--- src/rtl/lms_eigen_stage.sv ---
module lms_eigen_stage #(
  parameter int W  = 16,
  parameter int FB = 13,
  parameter int AW = 40
) (
  input  logic           clk,
  input  logic           rst_n,
  input  logic           start,
  input  logic [8*W-1:0] y_in,
  input  logic [3:0]     mu_shift,
  output logic [W-1:0]   sigma_sq,
  output logic [8*W-1:0] u_out,
  output logic [8*W-1:0] y_defl,
  output logic           done,
  output logic           err
);
  localparam int N  = 4;
  localparam int PW = 2*W;
  localparam int TB = $clog2(W);
  localparam logic signed [W-1:0]  ONE    = W'(1 << FB);
  localparam logic signed [W-1:0]  SMAX   = W'((1 << (W-1)) - 1);
  localparam logic signed [W-1:0]  SIG_LO = W'(1 << (2*FB-W+1));
  localparam logic signed [AW-1:0] HALF   = AW'(1 << (FB-1));
  localparam logic signed [AW-1:0] AMAX   = AW'((1 << (W-1)) - 1);
  localparam logic signed [AW-1:0] AMIN   = -AMAX - AW'(1);
  localparam logic [PW-1:0]        NUM    = PW'(1) << (2*FB);

  typedef enum logic [3:0] {
    PH_IDLE, PH_DOT1, PH_UPD, PH_NORM, PH_DIV, PH_U, PH_DOT2, PH_T, PH_DEF
  } ph_t;

  function automatic logic signed [W-1:0] rnd(input logic signed [AW-1:0] x);
    logic signed [AW-1:0] t;
    t = (x + HALF) >>> FB;
    if (t > AMAX) return SMAX;
    if (t < AMIN) return {1'b1, {(W-1){1'b0}}};
    return t[W-1:0];
  endfunction

  function automatic logic signed [W-1:0] sat1(input logic signed [W:0] x);
    if (x[W] != x[W-1]) return x[W] ? {1'b1, {(W-1){1'b0}}} : {1'b0, {(W-1){1'b1}}};
    return x[W-1:0];
  endfunction

  ph_t ph;
  logic signed [W-1:0] yr [N];
  logic signed [W-1:0] yi [N];
  logic signed [W-1:0] wr [N];
  logic signed [W-1:0] wi [N];
  logic signed [W-1:0] ur [N];
  logic signed [W-1:0] ui [N];
  logic signed [W-1:0] dr [N];
  logic signed [W-1:0] di [N];
  logic signed [W-1:0] pr, pim, qr, qim, tr, tim, sig, rcp;
  logic [3:0]          mu_q;
  logic [1:0]          el;
  logic [TB-1:0]       tm, tlast, sh;
  logic signed [AW-1:0] acr, aci, acr_n, aci_n, sp;
  logic signed [PW-1:0] prod;
  logic signed [W-1:0] opa, opb, rr, ri, gr_s, gi_s;
  logic [PW-1:0]       rem, rem_n, trial;
  logic [W-1:0]        quo, quo_n;
  logic                to_im, neg, dotm, one_el, clr, last_t, fin, grp, ge;

  always_comb begin
    opa = '0; opb = '0; to_im = 1'b0; neg = 1'b0;
    dotm = 1'b0; one_el = 1'b0; tlast = '0;
    case (ph)
      PH_DOT1: begin
        dotm = 1'b1; tlast = TB'(3);
        case (tm)
          0:       begin opa = yr[el]; opb = wr[el]; end
          1:       begin opa = yi[el]; opb = wi[el]; end
          2:       begin opa = yr[el]; opb = wi[el]; to_im = 1'b1; end
          default: begin opa = yi[el]; opb = wr[el]; to_im = 1'b1; neg = 1'b1; end
        endcase
      end
      PH_UPD: begin
        tlast = TB'(5);
        case (tm)
          0:       begin opa = yr[el]; opb = pr; end
          1:       begin opa = yi[el]; opb = pim; neg = 1'b1; end
          2:       begin opa = sig; opb = wr[el]; neg = 1'b1; end
          3:       begin opa = yr[el]; opb = pim; to_im = 1'b1; end
          4:       begin opa = yi[el]; opb = pr; to_im = 1'b1; end
          default: begin opa = sig; opb = wi[el]; to_im = 1'b1; neg = 1'b1; end
        endcase
      end
      PH_NORM: begin
        dotm = 1'b1; tlast = TB'(1);
        if (tm == '0) begin opa = wr[el]; opb = wr[el]; end
        else          begin opa = wi[el]; opb = wi[el]; end
      end
      PH_DIV: begin
        one_el = 1'b1; tlast = TB'(W-1);
      end
      PH_U: begin
        tlast = TB'(1);
        if (tm == '0) begin opa = wr[el]; opb = rcp; end
        else          begin opa = wi[el]; opb = rcp; to_im = 1'b1; end
      end
      PH_DOT2: begin
        dotm = 1'b1; tlast = TB'(3);
        case (tm)
          0:       begin opa = wr[el]; opb = yr[el]; end
          1:       begin opa = wi[el]; opb = yi[el]; end
          2:       begin opa = wr[el]; opb = yi[el]; to_im = 1'b1; end
          default: begin opa = wi[el]; opb = yr[el]; to_im = 1'b1; neg = 1'b1; end
        endcase
      end
      PH_T: begin
        one_el = 1'b1; tlast = TB'(1);
        if (tm == '0) begin opa = qr; opb = rcp; end
        else          begin opa = qim; opb = rcp; to_im = 1'b1; end
      end
      PH_DEF: begin
        tlast = TB'(3);
        case (tm)
          0:       begin opa = wr[el]; opb = tr; end
          1:       begin opa = wi[el]; opb = tim; neg = 1'b1; end
          2:       begin opa = wr[el]; opb = tim; to_im = 1'b1; end
          default: begin opa = wi[el]; opb = tr; to_im = 1'b1; end
        endcase
      end
      default: ;
    endcase
  end

  assign prod   = opa * opb;
  assign sp     = neg ? -AW'(prod) : AW'(prod);
  assign clr    = (dotm ? (el == 2'd0) : 1'b1) && (tm == '0);
  assign acr_n  = (clr ? AW'(0) : acr) + (to_im ? AW'(0) : sp);
  assign aci_n  = (clr ? AW'(0) : aci) + (to_im ? sp : AW'(0));
  assign last_t = (tm == tlast);
  assign fin    = last_t && (one_el || el == 2'd3);
  assign grp    = dotm ? fin : last_t;
  assign rr     = rnd(acr_n);
  assign ri     = rnd(aci_n);
  assign gr_s   = rr >>> mu_q;
  assign gi_s   = ri >>> mu_q;

  assign sh     = TB'(W-1) - tm;
  assign trial  = PW'($unsigned(sig)) << sh;
  assign ge     = (rem >= trial);
  assign rem_n  = ge ? rem - trial : rem;
  assign quo_n  = quo | (W'(ge) << sh);

  always_ff @(posedge clk or negedge rst_n) begin
    if (!rst_n) begin
      ph <= PH_IDLE; el <= '0; tm <= '0; acr <= '0; aci <= '0;
      for (int i = 0; i < N; i++) begin
        yr[i] <= '0; yi[i] <= '0; wi[i] <= '0;
        ur[i] <= '0; ui[i] <= '0; dr[i] <= '0; di[i] <= '0;
        wr[i] <= (i == 0) ? ONE : '0;
      end
      pr <= '0; pim <= '0; qr <= '0; qim <= '0; tr <= '0; tim <= '0;
      sig <= ONE; rcp <= '0; rem <= '0; quo <= '0; mu_q <= '0;
      done <= 1'b0; err <= 1'b0;
    end else begin
      done <= 1'b0;
      if (ph == PH_IDLE) begin
        if (start) begin
          for (int i = 0; i < N; i++) begin
            yr[i] <= y_in[2*W*i +: W];
            yi[i] <= y_in[2*W*i+W +: W];
          end
          mu_q <= mu_shift;
          ph <= PH_DOT1; el <= '0; tm <= '0;
        end
      end else begin
        acr <= acr_n;
        aci <= aci_n;
        if (ph == PH_DIV) begin
          rem <= rem_n;
          quo <= quo_n;
        end
        if (grp) begin
          case (ph)
            PH_DOT1: begin pr <= rr; pim <= ri; end
            PH_UPD: begin
              wr[el] <= sat1((W+1)'(wr[el]) + (W+1)'(gr_s));
              wi[el] <= sat1((W+1)'(wi[el]) + (W+1)'(gi_s));
            end
            PH_NORM: begin sig <= rr; rem <= NUM; quo <= '0; end
            PH_DIV: begin
              rcp <= (sig <= SIG_LO) ? SMAX : $signed(quo_n);
              err <= (sig <= 0);
            end
            PH_U:    begin ur[el] <= rr; ui[el] <= ri; end
            PH_DOT2: begin qr <= rr; qim <= ri; end
            PH_T:    begin tr <= rr; tim <= ri; end
            PH_DEF: begin
              dr[el] <= sat1((W+1)'(yr[el]) - (W+1)'(rr));
              di[el] <= sat1((W+1)'(yi[el]) - (W+1)'(ri));
            end
            default: ;
          endcase
        end
        if (fin) begin
          el <= '0; tm <= '0;
          case (ph)
            PH_DOT1: ph <= PH_UPD;
            PH_UPD:  ph <= PH_NORM;
            PH_NORM: ph <= PH_DIV;
            PH_DIV:  ph <= PH_U;
            PH_U:    ph <= PH_DOT2;
            PH_DOT2: ph <= PH_T;
            PH_T:    ph <= PH_DEF;
            default: begin ph <= PH_IDLE; done <= 1'b1; end
          endcase
        end else if (last_t) begin
          tm <= '0; el <= el + 2'd1;
        end else begin
          tm <= tm + TB'(1);
        end
      end
    end
  end

  assign sigma_sq = sig;
  for (genvar i = 0; i < N; i++) begin : g_pack
    assign u_out[2*W*i +: W]    = ur[i];
    assign u_out[2*W*i+W +: W]  = ui[i];
    assign y_defl[2*W*i +: W]   = dr[i];
    assign y_defl[2*W*i+W +: W] = di[i];
  end

  assert_done_single_R8: assert property (@(posedge clk) disable iff (!rst_n)
    done |=> !done);

  assert_busy_holds_input_R8: assert property (@(posedge clk) disable iff (!rst_n)
    (ph != PH_IDLE) |=> ($stable(yr[0]) && $stable(yi[3]) && $stable(mu_q)));

  assert_recip_floor_R5: assert property (@(posedge clk) disable iff (!rst_n)
    (ph == PH_U && sig > SIG_LO) |->
      ((int'(rcp) * int'(sig) <= (1 << (2*FB))) &&
       ((int'(rcp) + 1) * int'(sig) > (1 << (2*FB)))));

  assert_err_flag_R7: assert property (@(posedge clk) disable iff (!rst_n)
    done |-> (err == (sig <= 0)));

  assert_sigma_nonneg_R4: assert property (@(posedge clk) disable iff (!rst_n)
    (ph == PH_DIV) |-> !sig[W-1]);

endmodule

--- config.mk ---
export PLATFORM = sky130hd
export DESIGN_NAME = lms_eigen_stage
export DESIGN_NICKNAME = d
export VERILOG_FILES = /design/src/rtl/lms_eigen_stage.sv
export SDC_FILE = /design/constraint.sdc
export NUM_CORES = 2
export LEC_CHECK = 0
export BUFFER_PORTS_ARGS = -buffer_cell sky130_fd_sc_hd__buf_2
export CAP_MARGIN = 20
export CORE_MARGIN = 1
export CORE_UTILIZATION = 40
export CTS_CLUSTER_DIAMETER = 50
export DETAILED_ROUTE_END_ITERATION = 7
export GPL_TIMING_DRIVEN = 0
export PLACE_DENSITY = 0.68
export SLEW_MARGIN = 20
export SYNTH_ARGS = -nofsm -noshare
export SYNTH_HDL_FRONTEND = slang
export SYNTH_SLANG_ARGS = --single-unit
--- constraint.sdc ---
create_clock -name clk -period 25.3 [get_ports clk]
set_clock_uncertainty 0.2 [all_clocks]
set_input_delay 3.795 -clock clk [delete_from_list [all_inputs] [get_ports clk]]
set_output_delay 3.795 -clock clk [all_outputs]
set_load 0.05 [all_outputs]
# == After elaboration in Yosys (flattened, before gate mapping) ==
# Cells that the tools add are included.
# totals
register_bits,784
input_bits,135
output_inout_bits,274
elab_cells,262
# classes
add_sub_neg,13
multipliers,1
n_lt_le_gt_ge,9
n_eq_ne,19
n_shift,4
mux,125
bitwise,3
reduce_logical,38
# ops
operator,n
two-way mux 16 bit,52
bitwise mux 64 bit,6
two-way mux 40 bit,5
binary-select mux 16 bit (select 2 bit),4
two-way mux 32 bit,4
case mux 16 bit (6 select lines),1
"adder 40 x 14 -> 40 bit, second input constant",2
adder 40 bit,2
case mux 16 bit (5 select lines),1
"greater-than comparator 27 x 16 -> 1 bit, second input constant",2
"< comparator 27 x 16 -> 1 bit, second input constant",2
case mux 16 bit (3 select lines),1
negation 32 -> 40 bit,1
adder 16 x 16 -> 17 bit,2
two-way mux 1 bit,34
subtractor 16 x 16 -> 17 bit,2
demux 16 bit (select 2 bit),1
greater-or-equal comparator 32 bit,1
multiplier 16 x 16 -> 32 bit,1
case mux 16 bit (2 select lines),1
left shift 16 x 4 -> 32 bit,1
>>> shifter 16 x 4 -> 16 bit,2
subtractor 32 bit,1
two-way mux 4 bit,7
other kinds (34),76

# == Depth between registers and ports, before layout ==
# logic_depth
depth_word,29
mapped_depth,80

# == Worst setup path before layout ==
# No wires, ideal clock.
# synth_timing
path_type,reg2reg
startpoint,register tm[0]
endpoint,register wi[10] (netlist name)
t_arrival_ns,18.441
required_ns,24.965
setup_slack_ns,6.524
path_stages_with_launch,75
path_buffers,9
period_less_slack_ns,18.776
path_cell_list,dfrtp_1 > buf_1 > buf_1 > inv_1 > ha_1 > or3b_2 > clkbuf_1 > buf_1 > clkbuf_1 > mux2i_1 > o22ai_1 > nor3_1 > clkbuf_1 > nor2_1 > fa_1 > inv_1 > fa_1 > fa_1 > [39 not listed] > a21o_1 > a21oi_1 > o21bai_1 > a21oi_1 > o21bai_1 > a21oi_1 > o21bai_1 > a21oi_1 > o21bai_1 > a21oi_1 > o21bai_1 > a21o_1 > a2111oi_0 > nor2_1 > mux2i_1 > clkbuf_1 > a21boi_0 > o21ai_0
# synth_between
elab_chain_cells,27
word_cells_on_any_way,66
classes_between,4 x add/sub; 1 x mul; 2 x order compare; 6 x eq/ne; 1 x shift; 39 x mux; 13 x reduce/logical
# synth_rtl
item,line,rtl
"start, declared",57,"logic [TB-1:0] tm, tlast, sh;"
"start signal, assigned",214,tm <= tm + TB'(1);
"equality test 4 x 3 -> 1 bit, or another cell as far along",80,case (tm)
OR reduction 2 bit (no line),--,
"case mux 16 bit (3 select lines), or another cell as far along",80,
case mux 16 bit (6 select lines) / case mux 16 bit (5 select lines) (equally long branches),68,case (ph)
multiplier 16 x 16 -> 32 bit,129,assign prod = opa * opb;
negation 32 -> 40 bit,130,assign sp = neg ? -AW'(prod) : AW'(prod);
two-way mux 40 bit,130,
two-way mux 40 bit,133,assign aci_n = (clr ? AW'(0) : aci) + (to_im ? sp : AW'(0));
[11 not listed],--,
two-way mux 1 bit,178,case (ph)
two-way mux 1 bit,177,if (grp) begin
two-way mux 1 bit,161,if (ph == PH_IDLE) begin
two-way mux 16 bit,42,return x[W-1:0];
two-way mux 16 bit,178,
two-way mux 16 bit,177,
two-way mux 16 bit,161,
bitwise mux 64 bit,182,wi[el] <= sat1((W+1)'(wi[el]) + (W+1)'(gi_s));
"end signal, assigned by index",182,
"end, declared",49,logic signed [W-1:0] wi [N];
# Several ways; a longest one is shown, not always the timed one. The select of a mux whose other input is x is not followed.
# A chain may end at the register's enable or synchronous reset.

# == Worst setup path in the final report ==
# layout_timing
startpoint,register tm[1]
endpoint,register wi[46] (netlist name)
# layout_between
elab_chain_cells,27
word_cells_on_any_way,66
classes_between,4 x add/sub; 1 x mul; 2 x order compare; 6 x eq/ne; 1 x shift; 39 x mux; 13 x reduce/logical
# layout_rtl
item,line,rtl
"equality test 4 x 3 -> 1 bit, or another cell as far along",80,
OR reduction 2 bit (no line),--,
"case mux 16 bit (3 select lines), or another cell as far along",80,
case mux 16 bit (6 select lines) / case mux 16 bit (5 select lines) (equally long branches),68,
multiplier 16 x 16 -> 32 bit,129,
negation 32 -> 40 bit,130,
two-way mux 40 bit,130,
two-way mux 40 bit,133,
[7 not listed],--,
via ri[1],60,"logic signed [W-1:0] opa, opb, rr, ri, gr_s, gi_s;"
[4 not listed],--,
two-way mux 1 bit,178,
two-way mux 1 bit,177,
two-way mux 1 bit,161,
two-way mux 16 bit *,42,
two-way mux 16 bit *,178,
two-way mux 16 bit *,177,
two-way mux 16 bit *,161,
bitwise mux 64 bit *,182,
# Mark *: on every way through the listed nets, which the timed path passes. The rest lies on a longest branch. The select of a mux whose other input is x is not followed.

==> results.md <==
- The checks that failed: design-rule violations.
- The number of levels the H-tree was split into is 3.
- For this run, the leading register cell type out of synthesis is sky130_fd_sc_hd__dfrtp_1.
- The first global-routing pass estimated 325000 um of wire.
- The delay of the slowest critical-path stage is 0.79 ns.
- The die is 380 um tall.
- The worst vdd rail ir drop is 0.0000495 V.
- The signed area change from the synthesized netlist to the final layout is 15.2%.
- The startpoint identified for the worst hold timing path is acr[32].
- The total nets after synthesis is 7091.
- Headroom to the max-slew limit came out at 14.9%.
- The clock reaches the later pin of the worst-skew pair after 0.75 ns.
- The final cell area excluding filler cells is 0.0659 mm^2.
- The reported leakage power is 30.9 nW.
- The horizontal die dimension is 380 um.
- The depth of the most critical reg-to-reg path is 74.
- The maximum number of buffers from clock root to sink is 3.
- Including well taps, the total number of placed cells is 8748.
- The largest individual stage delay along the critical path comes from the cell sky130_fd_sc_hd__nor4_4.
- The number of maximum-capacitance violations is 0.
- The total wire length after detailed routing is 219000 um.
- The number of buffers created by CTS is 106.
- The worst reg2reg path endpoint is wi[46].
- Across all layers, the routed design uses 52200 vias.
- For flop-to-flop paths, the worst setup slack is 1.01 ns.
- The arrival time reported for the critical path endpoint is 24.65 ns.
- After the last flow step, the layout net total stands at 7640.
- The count of synthesis-stage warnings from yosys is 0.
- The flow ran to the end, but the final reports show violations.
- Synthesis inferred 784 register bits.
- The post-route DRC violation count is 2.
- The worst setup path is of the reg2reg kind.
- The initialized floorplan defines 138 standard-cell rows.
- The type of the worst min-delay path is reg2reg.
- The number of standard cells after synthesis is 6421.
- After floorplanning, the core was sized to cover 0.142 mm^2.
- The overflow left after global routing is 0.
- Once detail routing completed, the nets flagged for antenna violations numbered 0.
- Dividing the detail-routed via count by the number of cells gives 5.83.
- Pin placement for this block handled 409 I/O pins.
- The congestion estimate from routability-driven global placement came to 1.04.
- The first TritonRoute pass finished after 8 iterations.
- Counting distinct cell types in the post-synthesis netlist gives 117.
- The count of endpoints failing setup in the final report is 0.
- Entering global routing, the biggest net connects 99 pins.
- STA classifies the critical path startpoint as a register.
- The area of the die is 0.145 mm^2.
- The non-filler instance count after layout is 8954.
- The DRC violation total after the first TritonRoute iteration is 5579.
- For the pin with the worst max-slew slack, the measured transition is 1.28 ns.
- The clock-pin slew on the worst setup and hold paths is 0.06 ns.
- The fraction of final layout cells sized beyond drive strength 1 is 14.4%.
- The final hold violation count is 0.
- The CTS sink count is 784.
- The worst register-to-register path begins at tm[1].
- Summed over all nets, the half-perimeter wirelength after detailed placement is 171000 um.
- The cell with the most instances on the worst path is sky130_fd_sc_hd__a21oi_1.
- The number of synthesized flops with an enable pin is 0.
- The path with the worst hold slack has its endpoint at acr[32].
- During placement, the flow inserted port buffers numbering 408.
- In the finished design, the share of the clock period the worst path needs comes to 96.0%.
- The mapped netlist covers 0.0572 mm^2.
- The standard cell area after detailed placement is 0.0622 mm^2.
- After detailed routing, the average wire length per cell comes to 24.5 um.
- Timing would allow up to 0.0412 GHz.
- The count of final max-slew check failures is 0.
- For this configuration, the core starts out at a cell density of 40.4%.
- In this run the worst path has a maximum fanout of 11.
- The final critical delay including setup and external delays is 24.29 ns.
- The critical path capture point type is a register.
- The cell count of the worst hold path is 2.
- The tree is rooted in a sky130_fd_sc_hd__clkbuf_16.
- The number of antenna violations at the first check in global routing is 13.
- A synthesized cell averages 8.92 um^2.
- The worst hold margin is 0.254 ns.
- The post-synthesis sequential area ratio is 34.3%.
- TritonCTS built the clock tree.
- Counting flops with an async set or reset pin after synthesis yields a share of 100%.
- Setup repair after global routing left no endpoint under its margin.
- For this design the ratio of total power to cell area is 43.0 mW/mm^2.
- The via count of the first global-routing pass came to 50200.
- Global routing used 29.7% of the available tracks.
- The required arrival time at the worst endpoint is 25.66 ns.
==> timing repair <==
action	4_1_cts	5_1_grt
setup buffers	0	3
resized for setup	0	8
endpoints found under the setup margin	0	90
hold buffers	0	0
==> synth_stat cells (61+ instances only) <==
| cell type | count | area (um^2) |
|---|---|---|
| sky130_fd_sc_hd__nand2_1 | 1043 | 3920 |
| sky130_fd_sc_hd__dfrtp_1 | 782 | 19600 |
| sky130_fd_sc_hd__o21ai_0 | 673 | 3370 |
| sky130_fd_sc_hd__nor2_1 | 484 | 1820 |
| sky130_fd_sc_hd__inv_1 | 459 | 1720 |
| sky130_fd_sc_hd__a21oi_1 | 334 | 1670 |
| sky130_fd_sc_hd__clkbuf_1 | 284 | 1070 |
| sky130_fd_sc_hd__fa_1 | 270 | 5410 |
| sky130_fd_sc_hd__ha_1 | 265 | 3320 |
| sky130_fd_sc_hd__mux2_2 | 186 | 2090 |
| sky130_fd_sc_hd__xnor2_1 | 135 | 1180 |
| sky130_fd_sc_hd__and2_1 | 110 | 688 |
| sky130_fd_sc_hd__nand3_1 | 108 | 541 |
| sky130_fd_sc_hd__mux2i_1 | 96 | 961 |
| sky130_fd_sc_hd__xor2_1 | 79 | 692 |
| sky130_fd_sc_hd__nor3_1 | 78 | 390 |
| sky130_fd_sc_hd__a21o_1 | 70 | 526 |
| sky130_fd_sc_hd__mux4_2 | 69 | 1550 |
| sky130_fd_sc_hd__a211oi_1 | 61 | 458 |
==> sequential cells by signal, indices dropped and copies added, names as in the netlist, 32 cells and up <==
name    flops
yi         64
wi         64
u_out     128
y_defl    128
yr         64
rem        32
wr         64
aci        40
acr        40
==> cell type report <==
type,instances,area (um^2)
antenna,9,22.5
clock inverter,60,707
timing repair buffer,441,2520
buffer,347,1400
clock buffer,133,2930
fill,13500,75800
multi-input combinational,4826,34600
inverter,464,1740
tap,1890,2360
sequential,784,19600
==> power breakdown <==
part,internal [mW],switching (mW),total (mW)
registers,1.25,0,1.25
logic,0.0115,0.0294,0.0409
clock network,0.899,0.639,1.54
total,2.17,0.668,2.83
==> placed cells by master (no fill, tap or decap), types with 29 or more instances in the layout <==
master                      instances
sky130_fd_sc_hd__o21a_1            57
sky130_fd_sc_hd__ha_1             265
sky130_fd_sc_hd__o21bai_1          36
sky130_fd_sc_hd__xnor2_1          135
sky130_fd_sc_hd__nand2b_1          29
sky130_fd_sc_hd__a21o_1            70
sky130_fd_sc_hd__nand2_1         1043
sky130_fd_sc_hd__a211oi_1          61
sky130_fd_sc_hd__o21ai_1           35
sky130_fd_sc_hd__a31oi_1           33
sky130_fd_sc_hd__xor2_1            79
sky130_fd_sc_hd__clkbuf_1         291
sky130_fd_sc_hd__nor2_1           475
sky130_fd_sc_hd__o21ai_0          673
sky130_fd_sc_hd__o22ai_1           34
sky130_fd_sc_hd__a21oi_1          332
sky130_fd_sc_hd__nor3_1            74
sky130_fd_sc_hd__and2_1           110
sky130_fd_sc_hd__mux4_2            69
sky130_fd_sc_hd__mux2_2           186
sky130_fd_sc_hd__fa_1             270
sky130_fd_sc_hd__mux2i_1           96
sky130_fd_sc_hd__a21boi_0          43
sky130_fd_sc_hd__and3_1            39
sky130_fd_sc_hd__inv_1            459
sky130_fd_sc_hd__clkbuf_16        107
sky130_fd_sc_hd__nor2b_1           30
sky130_fd_sc_hd__nand3_1          108
sky130_fd_sc_hd__buf_2            434
sky130_fd_sc_hd__dfrtp_1          782
==> logic make-up after synthesis <==
| logic type | synth area share [%] |
|---|---|
| muxes | 8.07 |
| and+or+nand+nor | 16.1 |
| AOI/OAI and AO/OA | 17.5 |
| buffers and inverters | 5.48 |
| adders and majority gates | 15.2 |
| DFF | 34.3 |
| xor gates and xnor gates | 3.36 |
==> metal layers <==
metal,up-vias,global-route usage [%],routed length [um]
li1,23200,-,-
met1,26000,38.6,88100
met2,2358,46.8,100000
met3,549,5.33,17100
met4,2,16.6,13900
met5,-,0,13
==> stage by stage <==
| stage | TNS, ns | setup WS (ns) | power (mW) | util, % |
|---|---|---|---|---|
| 6_report | 0 | 1.01 | 2.83 | 46.5 |
| 5_1_grt | 0 | 0.0545 | 2.90 | 46.5 |
| 4_1_cts | 0 | 0.632 | 2.85 | 46.4 |
| 3_5_place_dp | 0 | 0.802 | 1.32 | 43.9 |
| 3_3_place_gp | -12.94 | -0.427 | 1.31 | 43.5 |
| 2_1_floorplan | 0 | 6.52 | 1.28 | - |
==> how the worst max path moves through the flow <==
stage | start | to | depth (start not counted) | slack [ns]
after floorplan | tm[0] | wi[10] | 74 | 6.52
after global placement | tm[1] | wi[13] | 70 | -0.43
after detailed placement | tm[0] | wi[13] | 74 | 0.80
after CTS | tm[0] | wi[13] | 74 | 0.63
after global routing | tm[0] | wi[46] | 72 | 0.05
final | tm[1] | wi[46] | 74 | 1.01
==> worst max-delay path, delay by kind of cell (launching register included) <==
family / cells / cell delay (ns)
AO/OA/AOI/OAI: 26 / 7.83
AND/OR/NAND/NOR: 17 / 5.40
adder cells (fa/ha/maj): 11 / 4.74
buffers and inverters: 16 / 4.23
multiplexers: 3 / 0.75
XOR/XNOR: 1 / 0.45
flip-flops: 1 / 0.40
No activity file was read; power rests on OpenSTA's default activity.
